--- config.mk ---
export PLATFORM = sky130hd
export DESIGN_NAME = pcie_irq_agg
export DESIGN_NICKNAME = d
export VERILOG_FILES = /design/src/rtl/pcie_irq_pkg.sv /design/src/rtl/pcie_irq_intx.sv /design/src/rtl/pcie_irq_msi.sv /design/src/rtl/pcie_irq_regs.sv /design/src/rtl/pcie_irq_agg.sv
export SDC_FILE = /design/constraint.sdc
export NUM_CORES = 1
export LEC_CHECK = 0
export BUFFER_PORTS_ARGS = -buffer_cell sky130_fd_sc_hd__buf_4
export CAP_MARGIN = 5
export CORE_UTILIZATION = 35
export DETAILED_ROUTE_END_ITERATION = 6
export PLACE_DENSITY = 0.67
export SLEW_MARGIN = 20
export SYNTH_ARGS = -nofsm -noshare
export SYNTH_HDL_FRONTEND = slang
export SYNTH_HIERARCHICAL = 1
export SYNTH_SLANG_ARGS = --single-unit
--- constraint.sdc ---
create_clock -name clk_i -period 1.85 [get_ports clk_i]
set_input_delay 0.185 -clock clk_i [delete_from_list [all_inputs] [get_ports clk_i]]
set_output_delay 0.185 -clock clk_i [all_outputs]
set_load 0.02 [all_outputs]
--- src/rtl/pcie_irq_pkg.sv ---
package pcie_irq_pkg;
  localparam int unsigned DATA_W  = 32;
  localparam int unsigned ADDR_W  = 12;
  localparam logic [ADDR_W-1:0] OFF_EN     = 12'h180;
  localparam logic [ADDR_W-1:0] OFF_PEND   = 12'h184;
  localparam logic [ADDR_W-1:0] OFF_TARGET = 12'h190;
  localparam logic [ADDR_W-1:0] OFF_VEC    = 12'h194;
  localparam int unsigned INTX_LSB = 24;
  localparam int unsigned SUM_BIT  = 28;
endpackage

--- src/rtl/pcie_irq_intx.sv ---
module pcie_irq_intx #(
  parameter int unsigned N_INTX = 4
) (
  input  logic              clk_i,
  input  logic              rst_ni,
  input  logic [N_INTX-1:0] level_i,
  input  logic [N_INTX-1:0] clr_i,
  output logic [N_INTX-1:0] pend_o
);
  for (genvar k = 0; k < N_INTX; k++) begin : g_pin
    logic pend_q;
    // clear wins for one cycle; a held level re-arms at the next edge
    always_ff @(posedge clk_i or negedge rst_ni) begin
      if (!rst_ni)       pend_q <= 1'b0;
      else if (clr_i[k]) pend_q <= 1'b0;
      else if (level_i[k]) pend_q <= 1'b1;
    end
    assign pend_o[k] = pend_q;

    p_intx_set_r3: assert property (@(posedge clk_i) disable iff (!rst_ni)
      level_i[k] && !clr_i[k] |=> pend_o[k]);
    p_intx_clr_r4: assert property (@(posedge clk_i) disable iff (!rst_ni)
      clr_i[k] |=> !pend_o[k]);
  end
endmodule

--- src/rtl/pcie_irq_msi.sv ---
module pcie_irq_msi #(
  parameter int unsigned N_VEC = 32,
  localparam int unsigned VEC_W = $clog2(N_VEC)
) (
  input  logic             clk_i,
  input  logic             rst_ni,
  input  logic             ev_valid_i,
  input  logic [VEC_W-1:0] ev_vec_i,
  input  logic [N_VEC-1:0] clr_i,
  input  logic             sum_clr_i,
  output logic [N_VEC-1:0] vec_o,
  output logic             sum_o
);
  logic [N_VEC-1:0] vec_q, set_vec;
  logic             sum_q;

  assign set_vec = ev_valid_i ? (N_VEC'(1) << ev_vec_i) : '0;

  // set wins over a simultaneous clear
  always_ff @(posedge clk_i or negedge rst_ni) begin
    if (!rst_ni) vec_q <= '0;
    else         vec_q <= (vec_q & ~clr_i) | set_vec;
  end

  always_ff @(posedge clk_i or negedge rst_ni) begin
    if (!rst_ni) sum_q <= 1'b0;
    else         sum_q <= (sum_q & ~sum_clr_i) | ev_valid_i | (|vec_q);
  end

  assign vec_o = vec_q;
  assign sum_o = sum_q;

  for (genvar b = 0; b < N_VEC; b++) begin : g_chk
    p_vec_set_r5: assert property (@(posedge clk_i) disable iff (!rst_ni)
      ev_valid_i && ev_vec_i == VEC_W'(b) |=> vec_o[b]);
    p_vec_clr_r6: assert property (@(posedge clk_i) disable iff (!rst_ni)
      clr_i[b] && !(ev_valid_i && ev_vec_i == VEC_W'(b)) |=> !vec_o[b]);
    p_vec_hold_r5: assert property (@(posedge clk_i) disable iff (!rst_ni)
      vec_o[b] && !clr_i[b] |=> vec_o[b]);
  end
  p_sum_follow_r7: assert property (@(posedge clk_i) disable iff (!rst_ni)
    (|vec_o) || ev_valid_i |=> sum_o);
endmodule

--- src/rtl/pcie_irq_regs.sv ---
module pcie_irq_regs
  import pcie_irq_pkg::*;
#(
  parameter int unsigned  N_INTX     = 4,
  parameter int unsigned  N_VEC      = 32,
  parameter logic [31:0]  MSI_TARGET = 32'h1FF0_0040,
  localparam int unsigned N_CAUSE    = N_INTX + 1
) (
  input  logic              clk_i,
  input  logic              rst_ni,
  input  logic              sel_i,
  input  logic              wr_i,
  input  logic [ADDR_W-1:0] addr_i,
  input  logic [DATA_W-1:0] wdata_i,
  output logic [DATA_W-1:0] rdata_o,
  input  logic [N_INTX-1:0] intx_pend_i,
  input  logic [N_VEC-1:0]  vec_pend_i,
  input  logic              sum_pend_i,
  output logic [N_INTX-1:0] intx_clr_o,
  output logic [N_VEC-1:0]  vec_clr_o,
  output logic              sum_clr_o,
  output logic              irq_o
);
  logic [N_CAUSE-1:0] en_q, pend_w;
  logic [DATA_W-1:0]  en_word, pend_word;
  logic               wr_en, wr_pend, wr_vec;

  assign wr_en   = sel_i && wr_i && addr_i == OFF_EN;
  assign wr_pend = sel_i && wr_i && addr_i == OFF_PEND;
  assign wr_vec  = sel_i && wr_i && addr_i == OFF_VEC;

  assign pend_w = {sum_pend_i, intx_pend_i};

  always_ff @(posedge clk_i or negedge rst_ni) begin
    if (!rst_ni)    en_q <= '0;
    else if (wr_en) en_q <= {wdata_i[SUM_BIT], wdata_i[INTX_LSB +: N_INTX]};
  end

  assign intx_clr_o = wr_pend ? wdata_i[INTX_LSB +: N_INTX] : '0;
  assign sum_clr_o  = wr_pend && wdata_i[SUM_BIT];
  assign vec_clr_o  = wr_vec ? wdata_i[N_VEC-1:0] : '0;

  always_comb begin
    en_word = '0;
    en_word[INTX_LSB +: N_INTX] = en_q[N_INTX-1:0];
    en_word[SUM_BIT] = en_q[N_INTX];
    pend_word = '0;
    pend_word[INTX_LSB +: N_INTX] = pend_w[N_INTX-1:0];
    pend_word[SUM_BIT] = pend_w[N_INTX];
  end

  always_comb begin
    unique case (addr_i)
      OFF_EN:     rdata_o = en_word;
      OFF_PEND:   rdata_o = pend_word;
      OFF_TARGET: rdata_o = MSI_TARGET;
      OFF_VEC:    rdata_o = DATA_W'(vec_pend_i);
      default:    rdata_o = '0;
    endcase
  end

  assign irq_o = |(pend_w & en_q);

  p_en_write_r2: assert property (@(posedge clk_i) disable iff (!rst_ni)
    wr_en |=> en_q == {$past(wdata_i[SUM_BIT]), $past(wdata_i[INTX_LSB +: N_INTX])});
  p_masked_quiet_r8: assert property (@(posedge clk_i) disable iff (!rst_ni)
    en_q == '0 |-> !irq_o);
  p_idle_irq_r8: assert property (@(posedge clk_i) disable iff (!rst_ni)
    pend_w == '0 |-> !irq_o);
endmodule

--- src/rtl/pcie_irq_agg.sv ---
module pcie_irq_agg
  import pcie_irq_pkg::*;
#(
  parameter int unsigned  N_INTX     = 4,
  parameter int unsigned  N_VEC      = 32,
  parameter logic [31:0]  MSI_TARGET = 32'h1FF0_0040,
  localparam int unsigned VEC_W      = $clog2(N_VEC)
) (
  input  logic              clk_i,
  input  logic              rst_ni,
  input  logic              sel_i,
  input  logic              wr_i,
  input  logic [11:0]       addr_i,
  input  logic [31:0]       wdata_i,
  output logic [31:0]       rdata_o,
  input  logic [N_INTX-1:0] intx_i,
  input  logic              msi_valid_i,
  input  logic [VEC_W-1:0]  msi_vec_i,
  output logic              irq_o
);
  logic [N_INTX-1:0] intx_pend, intx_clr;
  logic [N_VEC-1:0]  vec_pend, vec_clr;
  logic              sum_pend, sum_clr;

  pcie_irq_intx #(.N_INTX(N_INTX)) u_intx (
    .clk_i   (clk_i),
    .rst_ni  (rst_ni),
    .level_i (intx_i),
    .clr_i   (intx_clr),
    .pend_o  (intx_pend)
  );

  pcie_irq_msi #(.N_VEC(N_VEC)) u_msi (
    .clk_i      (clk_i),
    .rst_ni     (rst_ni),
    .ev_valid_i (msi_valid_i),
    .ev_vec_i   (msi_vec_i),
    .clr_i      (vec_clr),
    .sum_clr_i  (sum_clr),
    .vec_o      (vec_pend),
    .sum_o      (sum_pend)
  );

  pcie_irq_regs #(
    .N_INTX     (N_INTX),
    .N_VEC      (N_VEC),
    .MSI_TARGET (MSI_TARGET)
  ) u_regs (
    .clk_i       (clk_i),
    .rst_ni      (rst_ni),
    .sel_i       (sel_i),
    .wr_i        (wr_i),
    .addr_i      (addr_i),
    .wdata_i     (wdata_i),
    .rdata_o     (rdata_o),
    .intx_pend_i (intx_pend),
    .vec_pend_i  (vec_pend),
    .sum_pend_i  (sum_pend),
    .intx_clr_o  (intx_clr),
    .vec_clr_o   (vec_clr),
    .sum_clr_o   (sum_clr),
    .irq_o       (irq_o)
  );

  p_reset_quiet_r1: assert property (@(posedge clk_i)
    $rose(rst_ni) |-> !irq_o);
endmodule

==> summary.md <==
| Metric | Value |
|---|---|
| Outcome | finished with violations |
| Failing checks | negative setup slack |
| Max VDD drop | roughly 500 uV |
| Die ar. | about 0.0073 mm^2 |
| Final setup TNS | -2.34 ns |
| Number of global-route vias before repair | 2292 |
| Post-layout min period | 1.97 ns |
| Nets | 420 |
| CTS H-tree depth | 2 |
| Post-synth cell types | 32 |
| Worst setup path start | addr_i[3] |
| Measured slew at the worst slew-check pin | 0.532 ns |
| Drt wl/cell | around 16 um |
| Seq/Total Area, Yosys | 43.1% |
| Critical Path Stages | 8 |
| Syn Std Cell Area | ~0.0024 mm^2 |
| FF-to-FF setup slack | 0.25 ns |
| CTS tree | done |
| Clock sink count | 42 |
| Total vias in the final route | 2309 |
| Die height | 85.5 um |
| Synth top area share | 43.1% |
| Antenna-violating nets left | 0 |
| Worst reg2reg path startpoint | u_msi/vec_o[27] |
| Tot GR Track Use | 19.8% |
| Initial Util | 36.1% |
| Layout area overhead | 50.7% |
| Worst skew pair latency | 0.30 ns |
| Worst Setup Path Type | in2out |
| Pwr dens | between 500 and 600 mW/mm^2 |
| Clock buffer count from CTS | 5 |
| Largest net degree at the start of global routing | 43 |
| Placeable Area | around 0.0068 mm^2 |
| Layout Cells excl Fill | 443 |
| WL final | 7.03 mm |
| Placed inst area | 0.00328 mm^2 |
| Synth Register Bits | 42 |
| Die width | 85.5 um |
| DR iter-0 viols | 61 |
| Dpl ws | -0.217 ns |
| Max Freq | 509 MHz |
| Final Max Slew Viols | 0 |
| Worst Clk Skew | 0.00613 ns |
| Largest delay share family, worst path | simple AND/OR/NAND/NOR gates |
| Initial antenna violation count | 0 |
| Slew Limit Headroom | 64.5% |
| Average size of a mapped cell | around 9.4 um^2 |
| Max Cap Violations | 0 |
| Xor/xnor cell area share of the yosys netlist | 0% |
| Hpwl dp | roughly 5 mm |
| Total gr overflow | 0 |
| CTS Buffer Depth | 2 |
| EDFF count, synth | 0 |
| Critical path launch point type | primary input |
| Adder-cell area share of the yosys netlist | 0% |
| Post-Synth Simple-Gate Area | 30.2% |
| RePlAce Congestion | 0.828 |
| Inst Count DP | between 400 and 500 |
| CP endpoint kind | primary output |
| CP peak stage delay | 0.54 ns |
| Syn_nets | 318 |
| Finished Cell Area | 0.00367 mm^2 |
| Compound-Gate Fraction of Synth Area | 13.4% |
| Main synth FF type | dfrtp_1 |
| Synth area leaders | dfrtp_1, and2_1, o22ai_1 |
| Cell leakage power | 1.87 nW |
| Dominant cell type by area after synthesis | dfrtp_1 |
| Number of inserted diodes | 0 |
| Yosys Warn Count | 6 |
| Setup slack after layout | -0.116 ns |
| RSZ-0062 raised after global routing | yes |
| Largest family of logic cells by synthesized area | simple AND/OR/NAND/NOR gates |
| CP cell instances | buf_6 > or4b_4 > buf_6 > nor4_4 > buf_4 > buf_12 > and2_4 > buf_6 |
| Ys async rst share | 100% |
| Crit path max fanout | 11 |
| R2r endpoint | u_msi/sum_o |
| CTS root buf | clkbuf_8 |
| Clock slew at reported path FFs | 0.09 ns |
| Worst hold path class | in2reg |
| CP dominant cell by count | buf_6 |
| DRC | 0 |
| Synth Instances | 260 |
| WP buf/inv | 5 |
| Crit path to | rdata_o[29] |
| Final hold violations | 0 |
| IO Port Bufs | 90 |
| First-pass GRT wire length | 11.2 mm |
| Final setup fails | 27 |
| WP data arrival | approximately 1.8 ns |
| Via/cell ratio | 5.21 |
| Final period utilization | 106% |
| Worst EP required | roughly 1.7 ns |
| Ports | 91 |
| Post-synthesis mux area share | 4.36% |
| R2R depth | 3 |
| Slowest cell on the critical path | or4b_4 |
| # rows | 30 |
| Share of cells above drive strength 1 | 44.6% |
| First-pass DRT Iterations | 4 |
[state kept, by name, summed over array words and instances, names as in the netlist]
signal and flops:
u_msi/sum_o 1, u_regs/en_q 5, u_intx/g_pin.pend_q 4, u_msi/vec_o 32
[worst register-to-register path: stages, from the launching register on]
cell and delay (ns):
dfrtp_1 0.41, nor4_1 0.41, nand4_1 0.13, or4_1 0.53
[synthesized netlist by cell type (all sizes together) (5+ instances only)]
library cell and number:
inv 39, mux2i 5, clkbuf 9, nor4 10
o22ai 32, dfrtp 42, mux2 5, nand2b 7
a21oi 5, a211oi 5, and2 59, nor3b 5
[metal layers]
layer	wire (um)	track usage, %
met4	76	4.24
met1	3080	25.8
met2	3610	34.5
met3	255	3.60
met5	0	0
[final cells by class]
type,instances,area [um^2]
Clock inverter,3,48.8
Multi-Input combinational cell,166,1280
Inverter,39,146
Tap cell,80,100
Sequential cell,42,1050
Fill cell,631,3080
Timing Repair Buffer,108,973
Clock buffer,5,68.8
[placed cells by master, fill, tap and decap left out, types with 2 or more instances in the layout]
master,Yosys,routed
buf_6,0,28
nor4_4,3,4
or4b_4,2,2
clkbuf_8,0,5
and2_4,0,22
or2_2,3,3
dfrtp_1,42,42
and2_1,59,37
inv_1,39,39
nor3b_1,5,5
nand4b_1,3,3
o22ai_1,32,32
mux2i_1,5,5
a21oi_2,0,5
nand2b_1,7,7
a211oi_2,0,4
nand4_1,4,4
buf_4,4,75
mux2_2,5,5
o21ba_1,4,4
nor4_1,7,6
nand3_1,3,3
nand2_1,4,4
buf_12,0,3
[repair_timing]
item / 4_1_cts / 5_1_grt
hold buffers: 1 / 0
pin swaps: 13 / 5
hold endpoints to repair: 42 / 0
endpoints found under the setup margin: 32 / 30
buffers inserted: 5 / 2
resized for setup: 52 / 4
cloned: 2 / 0
[worst min-delay path by stage]
stage               slack, ns      start                      to  cells after the start
CTS                      0.09  intx_i[0]  u_intx/g_pin[0].pend_q                      2
finish                    0.1  intx_i[0]  u_intx/g_pin[0].pend_q                      2
detailed placement       0.21     rst_ni  u_intx/g_pin[0].pend_q                      1
floorplan               -0.11     rst_ni  u_intx/g_pin[0].pend_q                      0
global placement         0.20     rst_ni         u_msi/vec_o[21]                      1
global route             0.08  intx_i[0]  u_intx/g_pin[0].pend_q                      2
[where the power goes]
group | switching (mW) | total, mW | internal (mW)
Clock | 0.347 | 0.759 | 0.411
Sequential | 0.00127 | 0.920 | 0.919
Combinational | 0.0981 | 0.213 | 0.115
Total | 0.447 | 1.89 | 1.45
[logic make-up after synthesis]
family	count (synthesis)
mux	10
compound gates	49
flops	42
buf+inv	52
simple gates	107
[stage by stage]
| step | utilization (%) | power, mW | hold slack [ns] |
|---|---|---|---|
| finish | 54.4 | 1.89 | 0.0958 |
| global placement | 48.6 | 1.14 | 0.204 |
| CTS | 54.2 | 1.91 | 0.0931 |
| global route | 54.4 | 1.96 | 0.0845 |
| floorplan | - | 0.999 | -0.111 |
| detailed placement | 48.6 | 1.14 | 0.208 |
Note: power is estimated with default switching activity, not from simulation.
